[src/rtl/flex_fifo_pkg.sv]
package flex_fifo_pkg;
  localparam int unsigned ENTRIES    = 32;
  localparam int unsigned DATA_W     = 32;
  localparam int unsigned SIZE_W     = 6;
  localparam int unsigned PTR_W      = $clog2(ENTRIES);
  localparam int unsigned CNT_W      = PTR_W + 1;
  localparam int unsigned CHANNELS   = 2;

  typedef struct packed {
    logic             wrEn;
    logic [PTR_W-1:0] wrAddr;
    logic [PTR_W-1:0] rdAddr;
    logic             rdValid;
  } storeCtl_t;
endpackage

[src/rtl/flex_depth_select.sv]
module flex_depth_select
  import flex_fifo_pkg::*;
#(
  parameter int unsigned SMALL_DEPTH = 4,
  parameter int unsigned NARROW_MAX  = 8,
  parameter int unsigned MID_MAX     = 16
) (
  input  logic              clk,
  input  logic              rst_n,
  input  logic              cfgWrite,
  input  logic              cfgBigMode,
  input  logic [SIZE_W-1:0] cfgFrameSize,
  output logic [CNT_W-1:0]  depth
);
  localparam logic [CNT_W-1:0] DEPTH_SMALL  = CNT_W'(SMALL_DEPTH);
  localparam logic [CNT_W-1:0] DEPTH_NARROW = CNT_W'(ENTRIES);
  localparam logic [CNT_W-1:0] DEPTH_MID    = CNT_W'(ENTRIES / 2);
  localparam logic [CNT_W-1:0] DEPTH_WIDE   = CNT_W'(ENTRIES / 4);

  logic [CNT_W-1:0] nextDepth;

  always_comb begin
    if (!cfgBigMode)                            nextDepth = DEPTH_SMALL;
    else if (cfgFrameSize <= SIZE_W'(NARROW_MAX)) nextDepth = DEPTH_NARROW;
    else if (cfgFrameSize <= SIZE_W'(MID_MAX))    nextDepth = DEPTH_MID;
    else                                        nextDepth = DEPTH_WIDE;
  end

  always_ff @(posedge clk or negedge rst_n) begin
    if (!rst_n)        depth <= DEPTH_SMALL;
    else if (cfgWrite) depth <= nextDepth;
  end

  assert_depth_hold_R9: assert property (@(posedge clk) disable iff (!rst_n)
    !cfgWrite |=> $stable(depth));
  assert_depth_small_R1: assert property (@(posedge clk) disable iff (!rst_n)
    (cfgWrite && !cfgBigMode) |=> depth == DEPTH_SMALL);
  assert_depth_legal_R2: assert property (@(posedge clk) disable iff (!rst_n)
    $countones(depth) == 1 && depth >= DEPTH_SMALL);
endmodule

[src/rtl/flex_fifo_ctrl.sv]
module flex_fifo_ctrl
  import flex_fifo_pkg::*;
(
  input  logic             clk,
  input  logic             rst_n,
  input  logic [CNT_W-1:0] depth,
  input  logic             push,
  input  logic             pop,
  input  logic             flush,
  output storeCtl_t        ctl,
  output logic             empty,
  output logic             full,
  output logic             almostFull
);
  logic [PTR_W-1:0] wrPtr, rdPtr;
  logic [CNT_W-1:0] count;
  logic             pushOk, popOk;

  assign pushOk = push && !flush && (count < depth);
  assign popOk  = pop  && !flush && (count != '0);

  always_ff @(posedge clk or negedge rst_n) begin
    if (!rst_n) begin
      wrPtr <= '0;
      rdPtr <= '0;
      count <= '0;
    end else if (flush) begin
      wrPtr <= '0;
      rdPtr <= '0;
      count <= '0;
    end else begin
      if (pushOk) wrPtr <= wrPtr + 1'b1;
      if (popOk)  rdPtr <= rdPtr + 1'b1;
      case ({pushOk, popOk})
        2'b10:   count <= count + 1'b1;
        2'b01:   count <= count - 1'b1;
        default: count <= count;
      endcase
    end
  end

  assign empty      = (count == '0);
  assign full       = (count >= depth);
  assign almostFull = (count == depth - 1'b1);

  assign ctl.wrEn    = pushOk;
  assign ctl.wrAddr  = wrPtr;
  assign ctl.rdAddr  = rdPtr;
  assign ctl.rdValid = !empty;

  assert_no_overflow_R3: assert property (@(posedge clk) disable iff (!rst_n)
    (full && push && !pop && !flush) |=> $stable(count));
  assert_flush_empties_R5: assert property (@(posedge clk) disable iff (!rst_n)
    flush |=> (empty && !full));
  assert_empty_pop_idle_R6: assert property (@(posedge clk) disable iff (!rst_n)
    (empty && pop && !push) |=> ($stable(rdPtr) && $stable(wrPtr)));
  assert_count_step_R10: assert property (@(posedge clk) disable iff (!rst_n)
    !$past(flush) |-> (count == $past(count) || count == $past(count) + 1'b1
                       || count == $past(count) - 1'b1));
endmodule

[src/rtl/flex_fifo_store.sv]
module flex_fifo_store
  import flex_fifo_pkg::*;
(
  input  logic              clk,
  input  storeCtl_t         ctl,
  input  logic [DATA_W-1:0] wrData,
  output logic [DATA_W-1:0] rdData
);
  logic [DATA_W-1:0] mem [ENTRIES];

  always_ff @(posedge clk) begin
    if (ctl.wrEn) mem[ctl.wrAddr] <= wrData;
  end

  assign rdData = ctl.rdValid ? mem[ctl.rdAddr] : '0;
endmodule

[src/rtl/flex_fifo_pair.sv]
module flex_fifo_pair
  import flex_fifo_pkg::*;
(
  input  logic              clk,
  input  logic              rst_n,
  input  logic              cfgWrite,
  input  logic              cfgBigMode,
  input  logic [SIZE_W-1:0] cfgFrameSize,
  input  logic              txPush,
  input  logic [DATA_W-1:0] txPushData,
  input  logic              txPop,
  input  logic              txFlush,
  output logic [DATA_W-1:0] txPopData,
  output logic              txEmpty,
  output logic              txFull,
  output logic              txAlmostFull,
  input  logic              rxPush,
  input  logic [DATA_W-1:0] rxPushData,
  input  logic              rxPop,
  input  logic              rxFlush,
  output logic [DATA_W-1:0] rxPopData,
  output logic              rxEmpty,
  output logic              rxFull,
  output logic              rxAlmostFull
);
  logic [CNT_W-1:0]  depth;
  logic              chPush   [CHANNELS];
  logic              chPop    [CHANNELS];
  logic              chFlush  [CHANNELS];
  logic [DATA_W-1:0] chWrData [CHANNELS];
  logic [DATA_W-1:0] chRdData [CHANNELS];
  logic              chEmpty  [CHANNELS];
  logic              chFull   [CHANNELS];
  logic              chAlmost [CHANNELS];

  assign chPush[0] = txPush;  assign chPop[0] = txPop;
  assign chFlush[0] = txFlush; assign chWrData[0] = txPushData;
  assign chPush[1] = rxPush;  assign chPop[1] = rxPop;
  assign chFlush[1] = rxFlush; assign chWrData[1] = rxPushData;

  assign txPopData = chRdData[0]; assign txEmpty = chEmpty[0];
  assign txFull = chFull[0];      assign txAlmostFull = chAlmost[0];
  assign rxPopData = chRdData[1]; assign rxEmpty = chEmpty[1];
  assign rxFull = chFull[1];      assign rxAlmostFull = chAlmost[1];

  flex_depth_select i_depth (
    .clk(clk), .rst_n(rst_n), .cfgWrite(cfgWrite), .cfgBigMode(cfgBigMode),
    .cfgFrameSize(cfgFrameSize), .depth(depth)
  );

  for (genvar ch = 0; ch < CHANNELS; ch++) begin : g_chan
    storeCtl_t ctl;

    flex_fifo_ctrl i_ctrl (
      .clk(clk), .rst_n(rst_n), .depth(depth), .push(chPush[ch]),
      .pop(chPop[ch]), .flush(chFlush[ch]), .ctl(ctl),
      .empty(chEmpty[ch]), .full(chFull[ch]), .almostFull(chAlmost[ch])
    );

    flex_fifo_store i_store (
      .clk(clk), .ctl(ctl), .wrData(chWrData[ch]), .rdData(chRdData[ch])
    );

    assert_empty_reads_zero_R6: assert property (@(posedge clk) disable iff (!rst_n)
      chEmpty[ch] |-> chRdData[ch] == '0);
  end
endmodule

[config.mk]
export PLATFORM = sky130hd
export DESIGN_NAME = flex_fifo_pair
export DESIGN_NICKNAME = d
export VERILOG_FILES = /design/src/rtl/flex_fifo_pkg.sv /design/src/rtl/flex_depth_select.sv /design/src/rtl/flex_fifo_ctrl.sv /design/src/rtl/flex_fifo_store.sv /design/src/rtl/flex_fifo_pair.sv
export SDC_FILE = /design/constraint.sdc
export NUM_CORES = 2
export LEC_CHECK = 0
export BUFFER_PORTS_ARGS = -buffer_cell sky130_fd_sc_hd__buf_2
export CORE_MARGIN = 1.5
export CORE_UTILIZATION = 50
export CTS_CLUSTER_DIAMETER = 30
export DETAILED_ROUTE_END_ITERATION = 16
export PLACE_DENSITY = 0.66
export SLEW_MARGIN = 10
export SYNTH_ARGS = -nofsm -noshare
export SYNTH_HDL_FRONTEND = slang
export SYNTH_SLANG_ARGS = --single-unit
[constraint.sdc]
create_clock -name clk -period 9.3 [get_ports clk]
set_input_delay 0 -clock clk [delete_from_list [all_inputs] [get_ports clk]]
set_output_delay 0 -clock clk [all_outputs]
set_load 0.01 [all_outputs]
== After elaboration in Yosys (flattened, before gate mapping) ==
Memories as Yosys holds them, arrays and structs flattened.
Cells that the tools add are included.
Cells by class
  reductions and logical operators: 20
  eq/ne operators: 6
  order comparisons: 6
  mux-type cells: 21
  $add $sub $neg: 9
Operator list (count)
  2-to-1 mux 32 bit: 2
  2-to-1 mux 5 bit: 9
  2-to-1 mux 6 bit: 4
  case mux 6 bit (2 select lines): 2
  adder 5 x 1 -> 5 bit, second input constant: 4
  subtractor 6 x 1 -> 6 bit, second input constant: 3
  adder 6 x 1 -> 6 bit, second input constant: 2
  == test 6 bit: 2
  greater-or-equal comparator 6 bit: 2
  zero test 6 bit: 2
  less-than comparator 6 bit: 2
  nonzero test 6 bit: 2
  logical AND 1 bit: 8
  nonzero test 2 bit: 4
  <= comparator 6 x 4 -> 1 bit, second input constant: 1
  <= comparator 6 x 5 -> 1 bit, second input constant: 1
  nonzero test 3 bit: 2
  == test 2 x 1 -> 1 bit, second input constant: 2
  == test 2 bit, second input constant: 2
  2-to-1 mux 1 bit: 4
  zero test 1 bit: 2
Storage, ports and cells
  bits of input ports: 80
  register bits after elaboration: 38
  memories kept: 2
  memory bits (writable): 2048
  word-level logic and storage cells: 71
Memories
  g_chan[0].i_store.mem: words 32, width 32, rd ports 1, clocked after Yosys merged registers in 0, write ports 1, RTL line flex_fifo_store.sv:9  | logic [DATA_W-1:0] mem [ENTRIES];
  g_chan[1].i_store.mem: words 32, width 32, rd ports 1, clocked after Yosys merged registers in 0, write ports 1, RTL line flex_fifo_store.sv:9

== Logic depth before layout (Yosys ltp) ==
  depth after elaboration: 6
  gate-level depth with buffers: 12
  depth with buffers taken out: 12

== By module ==
A second synthesis with hierarchy kept.
Unflattened totals
  cell total of the unflattened synthesis: 3694
  area, all modules: 81036.5 sq um
By module, submodules not included
  flex_fifo_store: times used 2, area each 39158.8 sq um, cells each 1698
  flex_fifo_ctrl: times used 2, area each 1251.2 sq um, cells each 138
  flex_depth_select: times used 1, area each 216.5 sq um, cells each 22

== Worst setup path after synthesis ==
Ideal clock, no wire load.
  path type: reg-to-reg
  start point: reg g_chan[0].i_ctrl.count[3]
  end point: mem g_chan[0].i_store.mem[20][0], enable pin
  required time: 8879 ps
  library setup time: 421 ps
  stages on the path, launching flop included: 7
  path slack: 5812 ps
  arrival time: 3067 ps
  path through: dfrtp_1 ha_1 nor2b_1 o211a_1 nor3_1 nand2_1 nor2_1
On the way
  word-level cells in the longest chain between the ends: 4
Ends and longest elaborated chain
  from (decl): RTL line flex_fifo_ctrl.sv:16  | logic [CNT_W-1:0] count;
  from (signal assigned): RTL line flex_fifo_ctrl.sv:35  | 2'b10: count <= count + 1'b1;
  from (signal assigned): RTL line flex_fifo_ctrl.sv:36  | 2'b01: count <= count - 1'b1;
  from (signal assigned): RTL line flex_fifo_ctrl.sv:37  | default: count <= count;
  less-than comparator 6 bit: RTL line flex_fifo_ctrl.sv:19  | assign pushOk = push && !flush && (count < depth);
  logical AND 1 bit: RTL line flex_fifo_ctrl.sv:19
  2-to-1 mux 1 bit: RTL line flex_fifo_store.sv:12  | if (ctl.wrEn) mem[ctl.wrAddr] <= wrData;
  2-to-1 mux 1 bit (implied by the code): RTL line flex_fifo_store.sv:12
  to (decl): RTL line flex_fifo_store.sv:9
Every way passes these cells.

== Worst setup path after layout ==
  start point: reg g_chan[1].i_ctrl.rdPtr[0]
  end point: out rxPopData[30]
On the way
  word-level cells in the longest chain between the ends: 2
Ends and longest elaborated chain
  from (decl): RTL line flex_fifo_ctrl.sv:15  | logic [PTR_W-1:0] wrPtr, rdPtr;
  from (signal assigned): RTL line flex_fifo_ctrl.sv:33  | if (popOk) rdPtr <= rdPtr + 1'b1;
  memory (32 x 32 bit)
  2-to-1 mux 32 bit: RTL line flex_fifo_store.sv:15  | assign rdData = ctl.rdValid ? mem[ctl.rdAddr] : '0;
  to (decl): RTL line flex_fifo_pair.sv:21  | output logic [DATA_W-1:0] rxPopData,
Every way passes these cells.

==> results.tsv <==
stage	metric	value	unit
timing	final number of hold-violating endpoints	0	
global_route	first-pass GRT wire length	285500	um
clock_network	CTS Sinks	2084	
drt	number of remaining DRC errors	0	
die	row count	147	
clock_network	Max Root-Sink Buffers	4	
drt	DR pass1 iterations	5	
yosys	Post-synth top flop	edfxtp_1	
timing	final worst setup slack	4575	ps
timing	Fmax achieved	211.6	MHz
yosys	post-synthesis compound-gate area fraction	1.761	%
critical_path	required time worst endpoint	9300	ps
placed_design	Setup WS pre-CTS	5287	ps
yosys	Post-synth EDFFs	2048	
timing	Final setup viols	0	
global_route	met3 usage	5.419	%
global_route	initial antenna violation count	17	
global_route	GR Overflow Total	0	
cells_and_area	share of layout cells above drive strength 1	35.37	%
placed_design	Placed Area	84640	um^2
yosys	FFs w/ async S/R, synth	1.727	%
yosys	Syn Nets	3709	
placed_design	PortBufs	149	
yosys	post-synth cell types	64	
global_route	GRT busiest layer	met2	
drt	Routed Antenna Nets	0	
global_route	met1 Usage GRT	31.67	%
power_and_ir_drop	LEAKAGE	31.54	nW
yosys	Mapped Area	80850	um^2
placed_design	HPWL Detailed	100100	um
cells_and_area	Final nets	4247	
power_and_ir_drop	VDD IR max	0.2826	mV
run_status	status	complete, no violations	
global_route	GRT Overall Usage	24.29	%
critical_path	crit path max fanout	47	
timing	hold slack final	74.77	ps
clock_network	Post-CTS Setup Bufs	0	
die	Die W	405.1	um
timing	Slew @ Worst Pin	1194	ps
critical_path	Critical Path AT	4730	ps
power_and_ir_drop	cell area power density	298.5	nW/um^2
die	Initial Util	50.35	%
hold_path	HP Class	input port to register	
yosys	synthesized flop and latch total	2084	
die	Die Ht	405.1	um
die	Die ar.	164100	um^2
die	IO Count	150	
yosys	Post-Synth Simple-Gate Area	2.029	%
yosys	syn avg cell area	22.42	um^2
run	max cap viols	0	
global_route	met2 usage in global routing	40.43	%
timing	Final Max Tran Viols	0	
yosys	Yosys warning total	0	
critical_path	worst setup path category	register to primary output	
cells_and_area	Area Growth Syn to Fin	22.57	%
timing	RSZ-0062 raised after global routing	no	
global_route	largest net degree at the start of global routing	148	
placed_design	GP Congestion	0.7442	
clock_network	Worst-path clk slew	40	ps
clock_network	htree depth	5	
timing	period utilization	50.81	%
clock_network	CTS tree	built	
global_route	number of global-route vias before repair	41570	
clock_network	Clock Latency Late Sink	960	ps
clock_network	root buf cell	clkbuf_16	
cells_and_area	Post-Layout Inst Area	99100	um^2
timing	Setup Skew	83.00	ps
timing	Slew Limit Headroom	18.33	%
yosys	main combinational cell family by area after synthesis	multiplexers	
timing	TNS Setup	0	ps
drt	routed length per placed instance	29.76	um
yosys	adder-cell area share of the yosys netlist	0.3559	%
die	Core Area	160600	um^2
critical_path	Setup crit end kind	primary output	
yosys	post-synthesis mux area share	17.09	%
clock_network	CTS buffer count	402	
yosys	XOR/XNOR share of the synthesized area	0.2708	%
drt	vias per std cell	6.002	
drt	final WL	197200	um
drt	First DRT Iteration DRCs	4462	
critical_path	Startpoint Class	register	
drt	via count	39760	
yosys	cells after synthesis	3606	
yosys	Seq/Total Area, Yosys	77.18	%
timing	Final min period	4726	ps
## synthesized netlist by cell type (2+ instances only)
library cell  number  area (um^2)
mux4_2           544        12250
o21a_1             4        30.03
a211oi_1          21        157.7
xnor2_1           13        113.9
or3_1              7        43.79
nand3b_1           6        45.04
mux2_2            67        754.5
buf_2             70        350.3
dfrtp_1           35        875.8
clkbuf_1          89        334.1
buf_1             13        48.80
nand2b_1           3        18.77
buf_4             13        97.59
o21ai_0           10        50.05
a22oi_1            2        15.01
edfxtp_1        2048        61500
nor2_1           186        698.2
a31oi_1            4        25.02
nand2_1           26        97.59
nand3_1           16        80.08
nor3_1            15        75.07
a2111oi_0         11        96.34
inv_1             15        56.30
a21oi_1           78        390.4
or4_1              3        22.52
o22ai_1           67        419.2
nor2b_1           38        237.7
or3b_2             3        26.28
ha_1              23        287.8
mux2i_1           80        800.8
a21o_1             4        30.03
nor4_1            21        131.4
or2_2              2        12.51
o211ai_1           3        22.52
nand4_1           11        68.82
buf_6             14        157.7
o31a_1             2        17.52
o31ai_1            2        15.01
xor2_1            12        105.1
## placed cells by master, fill, tap and decap left out, types with 8 or more instances in the layout
| cell type | Yosys | layout |
|---|---|---|
| buf_4 | 13 | 92 |
| buf_2 | 70 | 149 |
| nor4_1 | 21 | 21 |
| inv_1 | 15 | 15 |
| xor2_1 | 12 | 12 |
| ha_1 | 23 | 23 |
| nor2b_1 | 38 | 38 |
| inv_8 | 0 | 8 |
| inv_6 | 0 | 13 |
| mux4_2 | 544 | 544 |
| nand3_1 | 16 | 16 |
| clkbuf_1 | 89 | 39 |
| a2111oi_0 | 11 | 9 |
| nand4_1 | 11 | 11 |
| a211oi_1 | 21 | 21 |
| nor2_4 | 0 | 64 |
| o21ai_0 | 10 | 10 |
| mux2i_1 | 80 | 80 |
| mux2_2 | 67 | 67 |
| bufinv_16 | 0 | 63 |
| nor2_1 | 186 | 122 |
| clkinv_2 | 0 | 64 |
| a21oi_1 | 78 | 78 |
| clkinv_1 | 0 | 53 |
| dlygate4sd3_1 | 0 | 84 |
| clkinvlp_4 | 0 | 45 |
| nor3_1 | 15 | 15 |
| dfrtp_1 | 35 | 26 |
| clkbuf_16 | 0 | 406 |
| edfxtp_1 | 2048 | 2048 |
| o22ai_1 | 67 | 67 |
| xnor2_1 | 13 | 13 |
| nand2_1 | 26 | 26 |
| clkinv_4 | 0 | 23 |
## final cells by class
cell class / count / area, um^2
repair buffers: 334 / 2455
clock inverters: 274 / 3236
fillers: 10720 / 61470
diodes: 4 / 10.01
multi-input cells: 1307 / 17880
flip-flops and latches: 2084 / 62430
clock buffers: 447 / 10330
well taps: 2160 / 2703
inverters: 15 / 56.30
## timing repair
action                                 4_1_cts  5_1_grt
endpoints found under the hold margin     2120        0
gates resized for setup                      0        0
hold buffers                                85        0
## state kept, by name, summed over array words and instances (netlist names)
name                 count
g_chan.i_ctrl.count     12
g_chan.i_ctrl.rdPtr     10
g_chan.i_ctrl.wrPtr     10
g_chan.i_store.mem    2048
i_depth.depth            4
## critical path, cell delays in order, from the launching register on
cell	delay (ps)
dfrtp_4	1070
buf_4	850
mux4_2	370
mux4_2	240
nor2_1	40
nor4_1	890
buf_2	290
## through the flow
| stage | util (%) | instances | power (W) |
|---|---|---|---|
| after floorplan | - | 3606 | 0.01392 |
| after global placement | 52.67 | 5811 | 0.01533 |
| after detailed placement | 52.71 | 5814 | 0.01536 |
| after CTS | 61.70 | 6620 | 0.02979 |
| after global routing | 61.72 | 6625 | 0.03049 |
| final | 61.72 | 6625 | 0.02958 |
## where the power goes
part           leakage (nW)  switching [W]  total (W)  internal [W]
Combinational          6.12        0.00244    0.00453       0.00209
Clock                  6.53        0.00469     0.0144       0.00970
Sequential             18.9       0.000185     0.0107        0.0105
Total                  31.5        0.00731     0.0296        0.0223
## worst paths after layout
kind | startpoint | to | slack (ps) | depth (start not counted)
setup / recovery | g_chan[1].i_ctrl.rdPtr[0] | rxPopData[30] | 4570 | 6
hold / removal | cfgFrameSize[3] | i_depth.depth[5] | 70 | 5
setup reg to reg | g_chan[0].i_ctrl.count[3] | g_chan[0].i_store.mem[15][15] | 5320 | 6
hold reg to reg | i_depth.depth[2] | i_depth.depth[2] | 580 | 1
max in group asynchronous | rst_n | g_chan[0].i_ctrl.rdPtr[2] | 8810 | 4
min in group asynchronous | rst_n | i_depth.depth[2] | 230 | 3
## routing by layer
metal  vias to the layer above  wire, um
met3                       372     15210
met4                        14      5723
met1                     21140     76660
li1                      16470         -
met5                         -        91
met2                      1766     99490
## logic make-up after synthesis
kind of cell,count (synthesis)
DFF,2084
muxes,692
and+or+nand+nor,346
AOI/OAI and AO/OA,221
buffers and inverters,215
xor gates and xnor gates,25
adders and majority gates,23
Power figures use the tool's default switching activity.
